===== src/rtl/txq_pkg.sv =====
`timescale 1ns/1ps
package txq_pkg;

   // Low-water threshold selector: level = 1 << code
   typedef enum logic [1:0] {
      TRIG_1 = 2'd0,
      TRIG_2 = 2'd1,
      TRIG_4 = 2'd2,
      TRIG_8 = 2'd3
   } trig_sel_e;

   // Frame format captured at each frame start
   typedef struct packed {
      logic short_word;
      logic par_en;
      logic par_odd;
      logic two_stop;
   } frame_cfg_t;

endpackage


===== src/rtl/txq_fifo.sv =====
`timescale 1ns/1ps
module txq_fifo #(
   parameter int W     = 8,
   parameter int DEPTH = 16,
   parameter int CNT_W = $clog2(DEPTH + 1)
) (
   input  logic             clk,
   input  logic             rst_n,
   input  logic             push,
   input  logic             pop,
   input  logic [W-1:0]     din,
   output logic [W-1:0]     dout,
   output logic [CNT_W-1:0] count,
   output logic             empty,
   output logic             dropped
);
   localparam int PTR_W = (DEPTH > 1) ? $clog2(DEPTH) : 1;

   logic [W-1:0]     mem [DEPTH];
   logic [PTR_W-1:0] rd_ptr, wr_ptr, rd_nxt, wr_nxt;
   logic             full, do_push, do_pop;

   assign full    = (count == CNT_W'(DEPTH));
   assign empty   = (count == '0);
   assign do_push = push && !full;
   assign do_pop  = pop && !empty;
   assign dropped = push && full;
   assign dout    = mem[rd_ptr];

   // Pointer wrap: free roll-over for power-of-two depth, compare otherwise
   generate
      if ((1 << PTR_W) == DEPTH) begin : g_pow2
         assign wr_nxt = wr_ptr + 1'b1;
         assign rd_nxt = rd_ptr + 1'b1;
      end else begin : g_mod
         assign wr_nxt = (wr_ptr == PTR_W'(DEPTH - 1)) ? '0 : wr_ptr + 1'b1;
         assign rd_nxt = (rd_ptr == PTR_W'(DEPTH - 1)) ? '0 : rd_ptr + 1'b1;
      end
   endgenerate

   always_ff @(posedge clk or negedge rst_n) begin
      if (!rst_n) begin
         rd_ptr <= '0;
         wr_ptr <= '0;
         count  <= '0;
      end else begin
         if (do_push) wr_ptr <= wr_nxt;
         if (do_pop)  rd_ptr <= rd_nxt;
         case ({do_push, do_pop})
            2'b10:   count <= count + 1'b1;
            2'b01:   count <= count - 1'b1;
            default: count <= count;
         endcase
      end
   end

   always_ff @(posedge clk) begin
      if (do_push) mem[wr_ptr] <= din;
   end

endmodule


===== src/rtl/txq_shifter.sv =====
`timescale 1ns/1ps
module txq_shifter
   import txq_pkg::*;
#(
   parameter int W          = 8,
   parameter bit HAS_PARITY = 1'b1
) (
   input  logic       clk,
   input  logic       rst_n,
   input  logic       baud_tick,
   input  logic       cts_n,
   input  logic       have_data,
   input  logic [W-1:0] din,
   input  frame_cfg_t cfg,
   output logic       take,
   output logic       busy,
   output logic       txd
);
   localparam int FRAME_W = W + 1;        // data plus parity; stops shift in as ones
   localparam int REM_W   = $clog2(W + 4);

   frame_cfg_t         cfg_eff;
   logic [FRAME_W-1:0] sr;
   logic [REM_W-1:0]   rem;

   generate
      if (HAS_PARITY) begin : g_par
         assign cfg_eff = cfg;
      end else begin : g_nopar
         assign cfg_eff = '{short_word: cfg.short_word, par_en: 1'b0,
                            par_odd: 1'b0, two_stop: cfg.two_stop};
      end
   endgenerate

   function automatic logic [FRAME_W-1:0] pack_frame(input logic [W-1:0] d,
                                                     input frame_cfg_t c);
      logic [FRAME_W-1:0] f;
      logic [W-1:0]       sent;
      logic               pbit;
      sent = c.short_word ? {1'b0, d[W-2:0]} : d;
      pbit = c.par_en ? (c.par_odd ^ (^sent)) : 1'b1;
      f    = '1;
      if (c.short_word) begin
         f[W-1:0] = {pbit, d[W-2:0]};
      end else begin
         f[W-1:0] = d;
         f[W]     = pbit;
      end
      return f;
   endfunction

   function automatic logic [REM_W-1:0] frame_len(input frame_cfg_t c);
      return REM_W'(W) - REM_W'(c.short_word) + REM_W'(c.par_en)
             + REM_W'(1) + REM_W'(c.two_stop);
   endfunction

   assign take = !busy && have_data && !cts_n && baud_tick;

   always_ff @(posedge clk or negedge rst_n) begin
      if (!rst_n) begin
         busy <= 1'b0;
         txd  <= 1'b1;
         sr   <= '1;
         rem  <= '0;
      end else if (baud_tick) begin
         if (busy) begin
            if (rem != '0) begin
               txd <= sr[0];
               sr  <= {1'b1, sr[FRAME_W-1:1]};
               rem <= rem - 1'b1;
            end else begin
               busy <= 1'b0;
               txd  <= 1'b1;
            end
         end else if (take) begin
            busy <= 1'b1;
            txd  <= 1'b0;
            sr   <= pack_frame(din, cfg_eff);
            rem  <= frame_len(cfg_eff);
         end
      end
   end

endmodule


===== src/rtl/txq_events.sv =====
`timescale 1ns/1ps
module txq_events
   import txq_pkg::*;
#(
   parameter int CNT_W = 5
) (
   input  logic             clk,
   input  logic             rst_n,
   input  logic [CNT_W-1:0] count,
   input  trig_sel_e        trig,
   input  logic             irq_en,
   input  logic             dreq_en,
   input  logic             dropped,
   input  logic             ovf_clr,
   output logic             empty_irq,
   output logic             xfer_req,
   output logic             ovf_flag
);
   logic [CNT_W-1:0] level;
   logic             low_water;

   always_comb begin
      unique case (trig)
         TRIG_1:  level = CNT_W'(1);
         TRIG_2:  level = CNT_W'(2);
         TRIG_4:  level = CNT_W'(4);
         default: level = CNT_W'(8);
      endcase
   end

   assign low_water = (count <= level);
   assign empty_irq = irq_en && low_water;
   assign xfer_req  = dreq_en && low_water;

   always_ff @(posedge clk or negedge rst_n) begin
      if (!rst_n)       ovf_flag <= 1'b0;
      else if (dropped) ovf_flag <= 1'b1;
      else if (ovf_clr) ovf_flag <= 1'b0;
   end

endmodule


===== src/rtl/txq_serializer.sv =====
`timescale 1ns/1ps
module txq_serializer
   import txq_pkg::*;
#(
   parameter int DATA_W     = 8,
   parameter int DEPTH      = 16,
   parameter bit HAS_PARITY = 1'b1,
   localparam int CNT_W     = $clog2(DEPTH + 1)
) (
   input  logic              clk,
   input  logic              rst_n,
   input  logic              wr_en,
   input  logic [DATA_W-1:0] wr_data,
   input  logic              cfg_short_word,
   input  logic              cfg_parity_en,
   input  logic              cfg_parity_odd,
   input  logic              cfg_two_stop,
   input  logic [1:0]        cfg_trig,
   input  logic              cfg_irq_en,
   input  logic              cfg_dreq_en,
   input  logic              ovf_clr,
   input  logic              baud_tick,
   input  logic              cts_n,
   output logic              txd,
   output logic [CNT_W-1:0]  fill_cnt,
   output logic              empty_irq,
   output logic              xfer_req,
   output logic              ovf_flag
);
   generate
      if (DATA_W < 2) begin : g_bad_width
         $error("txq_serializer: DATA_W must be at least 2");
      end
      if (DEPTH < 8) begin : g_bad_depth
         $error("txq_serializer: DEPTH must cover the largest threshold of 8");
      end
   endgenerate

   logic              take, busy, q_empty, dropped;
   logic [DATA_W-1:0] head;
   frame_cfg_t        fmt;

   assign fmt = '{short_word: cfg_short_word, par_en: cfg_parity_en,
                  par_odd: cfg_parity_odd, two_stop: cfg_two_stop};

   txq_fifo #(.W(DATA_W), .DEPTH(DEPTH), .CNT_W(CNT_W)) u_fifo (
      .clk     (clk),
      .rst_n   (rst_n),
      .push    (wr_en),
      .pop     (take),
      .din     (wr_data),
      .dout    (head),
      .count   (fill_cnt),
      .empty   (q_empty),
      .dropped (dropped)
   );

   txq_shifter #(.W(DATA_W), .HAS_PARITY(HAS_PARITY)) u_shift (
      .clk       (clk),
      .rst_n     (rst_n),
      .baud_tick (baud_tick),
      .cts_n     (cts_n),
      .have_data (!q_empty),
      .din       (head),
      .cfg       (fmt),
      .take      (take),
      .busy      (busy),
      .txd       (txd)
   );

   txq_events #(.CNT_W(CNT_W)) u_evt (
      .clk       (clk),
      .rst_n     (rst_n),
      .count     (fill_cnt),
      .trig      (trig_sel_e'(cfg_trig)),
      .irq_en    (cfg_irq_en),
      .dreq_en   (cfg_dreq_en),
      .dropped   (dropped),
      .ovf_clr   (ovf_clr),
      .empty_irq (empty_irq),
      .xfer_req  (xfer_req),
      .ovf_flag  (ovf_flag)
   );

endmodule


===== config.mk =====
export PLATFORM = sky130hd
export DESIGN_NAME = txq_serializer
export DESIGN_NICKNAME = d
export VERILOG_FILES = /design/src/rtl/txq_pkg.sv /design/src/rtl/txq_fifo.sv /design/src/rtl/txq_shifter.sv /design/src/rtl/txq_events.sv /design/src/rtl/txq_serializer.sv
export SDC_FILE = /design/constraint.sdc
export NUM_CORES = 1
export LEC_CHECK = 0
export BUFFER_PORTS_ARGS = -buffer_cell sky130_fd_sc_hd__buf_2
export CAP_MARGIN = 30
export CORE_ASPECT_RATIO = 1.5
export CORE_MARGIN = 8
export CORE_UTILIZATION = 45
export DETAILED_ROUTE_END_ITERATION = 6
export PLACE_DENSITY = 0.65
export RECOVER_POWER = 100
export SYNTH_ARGS = -nofsm -noshare
export SYNTH_HDL_FRONTEND = slang
export SYNTH_SLANG_ARGS = --single-unit

===== constraint.sdc =====
create_clock -name clk -period 5.2 [get_ports clk]
set_input_delay 1.04 -clock clk [delete_from_list [all_inputs] [get_ports clk]]
set_output_delay 1.04 -clock clk [all_outputs]
set_load 0.01 [all_outputs]

Word level (Yosys, flattened, before mapping):

Memory sizes are Yosys's and may differ from the RTL's.
Index checks and enable logic that the tools add are counted.
Widths: inputs -> output; s select.

* register bits after elaboration: 29
* memory bits (writable): 128
* output and inout bits: 9
* logic and storage cells: 69
* memories: 1

Memory list
* u_fifo.mem: depth 16, width 8, rd ports 1, clocked after Yosys merged registers in 0, write ports 1, RTL line txq_fifo.sv:19 `logic [W-1:0] mem [DEPTH];`

* $add $sub $neg: 9
* $lt $le $gt $ge: 1
* equal/unequal tests: 6
* multiplexer cells: 22
* bitwise gates (word level): 1
* reductions and logical operators: 21

Operators by type and width (number)
* $mux 9: 3
* $mux 8: 2
* $add 4x1->4 const B: 3
* $mux 1: 12
* $mux 4: 3
* $pmux 4 s3: 1
* $pmux 5 s2: 1
* $add 4x1->4: 2
* $logic_and 1x1->1: 8
* $reduce_xor 8->1: 1
* $reduce_bool 2->1: 3
* $add 5x1->5 const B: 1
* $eq 5x5->1 const B: 1
* $le 5x4->1: 1
* $logic_not 5->1: 1
* $sub 5x1->5 const B: 1
* $eq 2x1->1 const B: 2
* $eq 2x2->1 const B: 2
* $logic_not 1->1: 4
* $reduce_bool 4->1: 1
* $sub 4x1->4 const A: 1
* $sub 4x1->4 const B: 1
* $reduce_and 3->1: 1
* $logic_not 2->1: 1
* other kinds (3): 3

Depth between registers and ports, before layout:

Gate-level depths: netlist of the first run.

* depth in word-level cells: 8
* depth in mapped cells: 16
* mapped depth without buffers: 14

Hierarchy:

Synthesis of the first run repeated with hierarchy kept, for this count alone.

* cells, all modules: 441
* area total of the unflattened synthesis: 6809.0 um^2

By module, submodules not included
* txq_fifo: instances 1, cells an instance 330, area each 5781.8 um^2, sequential area each 4169.0 um^2
* txq_shifter: instances 1, cells an instance 86, area each 847.1 um^2, sequential area each 387.9 um^2
* txq_events: instances 1, cells an instance 24, area each 176.4 um^2, sequential area each 25.0 um^2
* txq_serializer: instances 1, cells an instance 1, area each 3.8 um^2, sequential area each 0.0 um^2

Least setup slack after synthesis of the first run:

No wires, ideal clock.

* kind: input to output
* start: input port cfg_trig[1]
* end: output port empty_irq
* arrival: 2145 ps
* data required time: 4160 ps
* path slack: 2015 ps
* stages on the path: 8
* path buffers: 0
* path through: nand2b_1 > ha_1 > nor2b_1 > o21ai_0 > nand2b_1 > a21oi_1 > o21ai_0 > nor2_1

* cells in the longest elaborated chain, start to end: 4
* elaborated cells between the ends (all ways): 6
* those cells by class: order compare (1); eq/ne (2); mux (1); reduce/logical (2)

Ends and longest elaborated chain
* start: declaration: RTL line txq_serializer.sv:18 `input logic [1:0] cfg_trig,`
* $eq 2x2->1 (tied with other cells): RTL line txq_events.sv:23 `unique case (trig)`
* $pmux 4 s3 (*): RTL line txq_events.sv:23
* $le 5x4->1 (*): RTL line txq_events.sv:31 `assign low_water = (count <= level);`
* $logic_and 1x1->1 (*): RTL line txq_events.sv:32 `assign empty_irq = irq_en && low_water;`
* end: declaration: RTL line txq_serializer.sv:26 `output logic empty_irq,`

Mark *: on every way between the ends. The rest lies on a longest branch, timed or not.

Worst setup path after layout of the first run:

* start: register u_fifo.rd_ptr[0]
* end: register u_shift.sr[7]

* cells in the longest elaborated chain, start to end: 8

Ends and longest elaborated chain
* start: declaration: RTL line txq_fifo.sv:20 `logic [PTR_W-1:0] rd_ptr, wr_ptr, rd_nxt, wr_nxt;`
* start signal: assignment: RTL line txq_fifo.sv:48 `if (do_pop) rd_ptr <= rd_nxt;`
* $mem_v2 16x8 (*)
* $mux 8: RTL line txq_shifter.sv:40 `sent = c.short_word ? {1'b0, d[W-2:0]} : d;`
* $reduce_xor 8->1: RTL line txq_shifter.sv:41 `pbit = c.par_en ? (c.par_odd ^ (^sent)) : 1'b1;`
* $xor 1x1->1: RTL line txq_shifter.sv:41
* $mux 1: RTL line txq_shifter.sv:41
* $mux 8 (*): RTL line txq_shifter.sv:43 `if (c.short_word) begin`
* $mux 9 (*): RTL line txq_shifter.sv:75 `end else if (take) begin`
* $mux 9 (*): RTL line txq_shifter.sv:66 `if (busy) begin`
* end signal: assignment: RTL line txq_shifter.sv:69 `sr <= {1'b1, sr[FRAME_W-1:1]};`
* end signal: assignment: RTL line txq_shifter.sv:78 `sr <= pack_frame(din, cfg_eff);`
* end: declaration: RTL line txq_shifter.sv:23 `logic [FRAME_W-1:0] sr;`

Mark *: on every way between the ends. The rest lies on a longest branch, timed or not. The select of a mux whose other input is x is not followed.
A chain may end at the register's enable or synchronous reset.

==> results of run 1 <==
==> area by class of cell <==
| type | instances | area, um^2 |
|---|---|---|
| multi-input combinational | 210 | 1990 |
| timing repair buffer | 39 | 173 |
| fill | 1239 | 7180 |
| inverter | 17 | 63.8 |
| tap | 199 | 249 |
| clock inverter | 15 | 196 |
| clock buffer | 17 | 425 |
| sequential | 157 | 4580 |
==> how the worst max path moves through the flow <==
stage | to | cells after the start
CTS | xfer_req | 10
detailed placement | xfer_req | 10
global route | u_shift.sr[7] | 8
floorplan | empty_irq | 8
global placement | u_fifo.count[4] | 14
finish | u_shift.sr[7] | 8
==> power breakdown <==
group	switching, uW	internal (uW)	leakage [uW]	total, uW
clock network	526	774	0.000308	1300
registers	235	1590	0.00149	1830
logic	643	698	0.000920	1340
==> flip-flops by register name, indices dropped and copies added, names as in the netlist <==
| signal | count |
|---|---|
| u_fifo.wr_ptr | 4 |
| u_fifo.rd_ptr | 4 |
| u_shift.rem | 4 |
| u_shift.sr | 9 |
| u_shift.txd | 1 |
| u_evt.ovf_flag | 1 |
| u_fifo.mem | 128 |
| u_fifo.count | 5 |
| u_shift.busy | 1 |
==> metal layers <==
metal	routed length [um]	up-vias	global-route usage, %	share of wire [%]
li1	-	1617	-	-
met1	5100	1857	16.2	38
met2	7520	85	26.7	57
met3	480	12	2.80	3.6
met4	192	0	6.52	1.4
met5	0	-	0	0
==> critical path, stage by stage, from the launching register on <==
cell and delay, ps:
dfrtp_1 1240, buf_4 460, mux4_1 600, mux4_2 540, xnor2_1 210, xnor2_1 150, xnor3_1 180, nand2_1 60
a221o_1 320
==> Yosys cell counts (6+ instances only) <==
cell type and number:
a21oi_1 7, clkbuf_1 9, dfrtp_1 19, dfstp_2 10, edfxtp_1 128, ha_1 15, inv_1 16, mux4_1 9
mux4_2 27, nand2_1 39, nand2b_1 6, nand3_1 9, nor2_1 20, nor3_1 8, o21ai_0 13, xnor2_1 9
xor2_1 7
==> metrics by stage <==
stage	setup slack [ps]	total power, uW
5_1_grt	1110	4700
4_1_cts	1650	4550
2_1_floorplan	2010	2890
6_report	1350	4470
3_5_place_dp	1660	3250
3_3_place_gp	1790	3190
==> logic make-up after synthesis <==
kind of cell	Yosys count	share of synthesized area, %
flip-flops	157	67.8
AND/OR/NAND/NOR	95	6.35
multiplexers	44	13.7
AO/OA/AOI/OAI	35	3.09
buffers and inverters	35	2.61
XOR/XNOR	20	3.31
adder cells (fa/ha/maj)	16	3.07
==> flow_summary.yaml, run 1 <==
run_status:
  status: "finished with violations"
  failed_checks: "max-capacitance violations, max-slew violations"
logic_synthesis:
  synth.largest_area_cell: "edfxtp_1"
  ys_warn_count: 0
  synth-edff-count: 128
  synth-async-reset-ratio_pct: 18.5
  yosys-top-cells-area: "edfxtp_1 57%, mux4_2 9.0%, dfrtp_1 7.0%, dfstp_2 3.9%, mux4_1 3.5%"
  netlist_area_mm2: 0.00676
  synth_top_area_share_pct: 56.9
  ys.flop_type: "edfxtp_1"
  ys_types: 42
  syn_nets: 440
  synth_area_per_cell_um2: 16.8
  synth_seq_area_share_pct: 67.8
  ys_ff_latch: 157
  syn_inst: 402
floorplan:
  ios: 31
  start_util_pct: 45.5
  fp.dieH_um: 166
  num_rows: 55
  die_width_um: 116
  dieArea_mm2: 0.0193
  fp.coreArea_mm2: 0.0149
sta:
  drv_slew: 30
  whs_ps: 463
  setup_viol_count_final: 0
  skew_ps: 7.71
  post-route-min-period_ps: 3850
  fin_setup_tns_ps: 0
  fin_crit_sh_pct: 74.1
  fmax_ghz: 0.260
  relSlewSlack_pct: -4.53
  finalHoldViolCount: 0
  rsz0062_at_grt: "no"
  worstMarginPinSlew_ps: 1570
clocking:
  cts.sinks: 157
  clk_root_buffer_cell: "clkbuf_16"
  cts.path.max_buffers: 2
  ctsHoldBuffers: 0
  htreeDepth: 4
  cts_made_buffers: 17
  path_clk_slew_ps: 60
  ctsResizeCount: 0
  cts_tree: "done"
  post_cts_buffers: 0
  clock_latency_ps: 410
detailed_routing:
  wl_per_cell_um: 20.3
  detail-route-antenna-nets: 0
  firstDrtPassIters: 4
  wl_um: 13300
  vias: 3571
  route.detailed.drc: 0
  drt_iter0_markers: 266
  vias_per_cell: 5.46
worst_setup_path:
  crit-reg2reg-capture: "u_shift.sr[7]"
  cp.required_ps: 5540
  cp.arrival_ps: 4190
  startpoint: "u_fifo.rd_ptr[0]"
  endpoint_kind: "flop"
  reg2reg_slack_ps: 1350
  crit_fanout: 22
  critPathKind: "reg2reg"
  cp-start-kind: "flop"
  r2r_start: "u_fifo.rd_ptr[0]"
  reg2regPathDepth: 8
job:
  maxCapViolCount: 1
hold_path:
  hp-class: "reg2reg"
  min_path_cells: 2
  worstHoldStart: "u_shift.sr[3]"
  hold_end: "u_shift.sr[3]"
global_routing:
  grt_pass1_vias: 3783
  antenna_found_initial: 0
  grt_max_degree: 30
  grtUsageTotal_pct: 14.8
  globalRouteOverflowTotal: 0
  grt_pass1_wl_um: 21100
final_layout:
  synthToLayoutAreaGrowth_pct: 13.7
  post-route-util_pct: 51.7
  drive_above_1_share_pct: 19.1
  final_net_count: 480
  design_area_mm2: 0.00768
  fin_cells: 654
  diodes: 0
  mostFrequentLayoutCells: "128 x edfxtp_1, 39 x nand2_1, 27 x mux4_2"
  final_common_cell: "edfxtp_1"
place:
  routabilityCongestion: 0.796
  io_buffers: 30
  place_area_mm2: 0.00711
  dp.final_hpwl_um: 9360
  dp_cells: 621
pwr:
  power_density_mw_per_mm2: 582
  p_leak_uw: 0.00272
  peakVddDrop_mv: 0.231
(Power assumes the default switching activity.)
==> run 2, diff against run 1 <==
- ABC_AREA: unset -> 1
- clock period: 5.2 -> 3.6 ns (I/O delays scaled with it)
==> flow_summary.yaml, run 2 <==
final_layout:
  final_net_count: 790
  top_regs: "u_fifo.mem: 128 flops, u_shift.sr: 9 flops, u_fifo.count: 5 flops"
  final_common_cell: "nand2_1"
  drive_above_1_share_pct: 9.41
  mostFrequentLayoutCells: "236 x nand2_1, 128 x edfxtp_1, 87 x nand3_1"
  diodes: 0
  top_register: "u_fifo.mem"
  largest_register_ffs: 128
  post-route-util_pct: 50.3
  synthToLayoutAreaGrowth_pct: 10.8
  fill_cells: 1422
worst_setup_path:
  endpoint_kind: "flop"
  cp_slowest_cell: "nor4_1"
  crit_family: "simple AND/OR/NAND/NOR gates"
  cp.arrival_ps: 3500
  critPathKind: "reg2reg"
  cp_cell_sequence: "nor4_1 > nand2_1 > nand2_1 > inv_1 > ha_1 > xor2_1 > ha_1 > a21oi_1 > o21ai_0 > a21oi_1 > inv_1 > a21oi_1 > o21ai_0 > xor2_1"
  cpPeakStageDelay_ps: 500
  crit_top_cell: "a21oi_1"
  cp.required_ps: 3900
  cp-start-kind: "flop"
  crit_fanout: 7
  crit_buf_inv: 2
pwr:
  power_frac_comb_pct: 37.0
  p_seq_share_pct: 37.5
  clock_power_share_pct: 25.5
  p_total_uw: 6670
  p_leak_uw: 0.00337
  intPower_uw: 4030
  swShare_pct: 39.5
  p_switching_uw: 2640
  power_density_mw_per_mm2: 830
  peakVddDrop_mv: 0.430
detailed_routing:
  vias: 5026
  route.detailed.drc: 0
  wl_per_cell_um: 16.2
  firstDrtPassIters: 6
  wl_um: 15700
  detail-route-antenna-nets: 0
  drt_iter0_markers: 349
  vias_per_cell: 5.18
run_status:
  failed_checks: "max-capacitance violations, max-slew violations"
  status: "finished with violations"
logic_synthesis:
  yosys-top-cells-area: "edfxtp_1 53%, nand2_1 12%, dfrtp_1 6.6%, nand3_1 6.0%, inv_1 3.7%"
  netlist_area_mm2: 0.00725
  ys_types: 33
  synth_seq_area_share_pct: 63.2
  synthTopCellsByCount: "236 x nand2_1, 128 x edfxtp_1, 87 x nand3_1, 71 x inv_1, 48 x nor2_1"
  ys_ff_latch: 157
  synth.largest_area_cell: "edfxtp_1"
  synth.most_common_cell: "nand2_1"
  synth_top_area_share_pct: 53.0
  syn_inst: 725
  synth-async-reset-ratio_pct: 18.5
  synth-edff-count: 128
  synth_area_per_cell_um2: 10.0
  ys_warn_count: 0
  syn_nets: 763
  ys.flop_type: "edfxtp_1"
clocking:
  htreeDepth: 4
  cts.sinks: 157
  path_clk_slew_ps: 60
  cts_tree: "done"
  cts.path.max_buffers: 2
  clk_root_buffer_cell: "clkbuf_16"
  ctsResizeCount: 0
  ctsHoldBuffers: 0
  cts_made_buffers: 17
  clock_latency_ps: 420
  post_cts_buffers: 0
floorplan:
  fp.coreArea_mm2: 0.0160
  ios: 31
  dieArea_mm2: 0.0205
  num_rows: 57
  fp.dieH_um: 171
  die_width_um: 120
  start_util_pct: 45.4
sta:
  fin_crit_sh_pct: 89.1
  finalHoldViolCount: 0
  rsz0062_at_grt: "no"
  drv_slew: 30
  setup_viol_count_final: 0
  fmax_ghz: 0.312
  relSlewSlack_pct: -4.71
  whs_ps: 481
  skew_ps: 11.3
  post-route-min-period_ps: 3210
  worstMarginPinSlew_ps: 1570
  fin_setup_tns_ps: 0
global_routing:
  grtUsageTotal_pct: 15.9
  grt_pass1_vias: 4953
  grt_max_degree: 69
  globalRouteOverflowTotal: 0
  grt_pass1_wl_um: 25200
  antenna_found_initial: 0
place:
  io_buffers: 30
  dp.final_hpwl_um: 10200
  routabilityCongestion: 0.804
job:
  maxCapViolCount: 1
hold_path:
  hp-class: "reg2reg"
==> run 2: changes by cell type after synthesis, sizes merged, moves of 8 or more <==
cell | previous run | this run
nand2 | 39 | 241
nor3 | 8 | 0
nand3 | 9 | 87
o21ai | 16 | 35
inv | 16 | 77
xnor2 | 10 | 2
mux4 | 36 | 0
buf | 9 | 23
nor2 | 20 | 48
==> run 2: tightest hold or removal path, delay by kind of cell, from the launching register on <==
kind	cells	cell delay, ps
flops	1	370
simple gates	2	110
==> run 2: area by class of cell <==
cell class / count / area, um^2 / area share [%]
multi-input combinational: 463 / 2180 / 27.1
tap: 206 / 258 / 3.21
timing repair buffer: 34 / 151 / 1.89
clock buffer: 17 / 425 / 5.30
sequential: 157 / 4580 / 57.1
inverter: 79 / 299 / 3.72
clock inverter: 15 / 136 / 1.70
==> run 2: final timing paths <==
kind                                 start          endpoint  slack (ps)  cells after the start
hold / removal               u_shift.sr[7]     u_shift.sr[7]         480                      2
setup / recovery           u_fifo.count[1]   u_fifo.count[4]         390                     14
min in group asynchronous            rst_n    u_shift.rem[0]         690                      1
max in group asynchronous            rst_n  u_fifo.rd_ptr[0]        1890                      1
setup reg to reg           u_fifo.count[1]   u_fifo.count[4]         390                     14
hold reg to reg              u_shift.sr[7]     u_shift.sr[7]         480                      2
==> run 2: cell families after synthesis <==
logic type                 after synthesis  synth area share [%]
AOI/OAI and AO/OA                       50                  3.68
xor gates and xnor gates                10                  1.21
adders and majority gates               16                  2.87
buffers and inverters                  105                  6.75
DFF                                    157                  63.2
and+or+nand+nor                        387                  22.3
==> run 2: stage by stage <==
stage | instances | cell area (um^2) | worst slack, ps
2_1_floorplan | 725 | 7250 | 871
3_3_place_gp | 939 | 7500 | 561
3_5_place_dp | 939 | 7500 | 407
4_1_cts | 971 | 8060 | 389
5_1_grt | 971 | 8030 | 51.9
6_report | 971 | 8030 | 391
==> run 2: routing by layer <==
metal	part of all wire (%)	vias up	GRT usage, %
met5	0	-	0
met4	2.5	0	6.92
met3	5.2	26	3.25
met2	55	151	30.0
met1	38	2412	16.7
li1	-	2437	-
==> run 2: power by group through the flow <==
stage / Sequential (uW) / Combinational, uW / Clock (uW)
after CTS: 2500 / 2480 / 1720
after global placement: 2510 / 2360 / 0
after floorplan: 2480 / 1940 / 0
after detailed placement: 2530 / 2470 / 0
final: 2500 / 2470 / 1700
after global routing: 2530 / 2800 / 1790
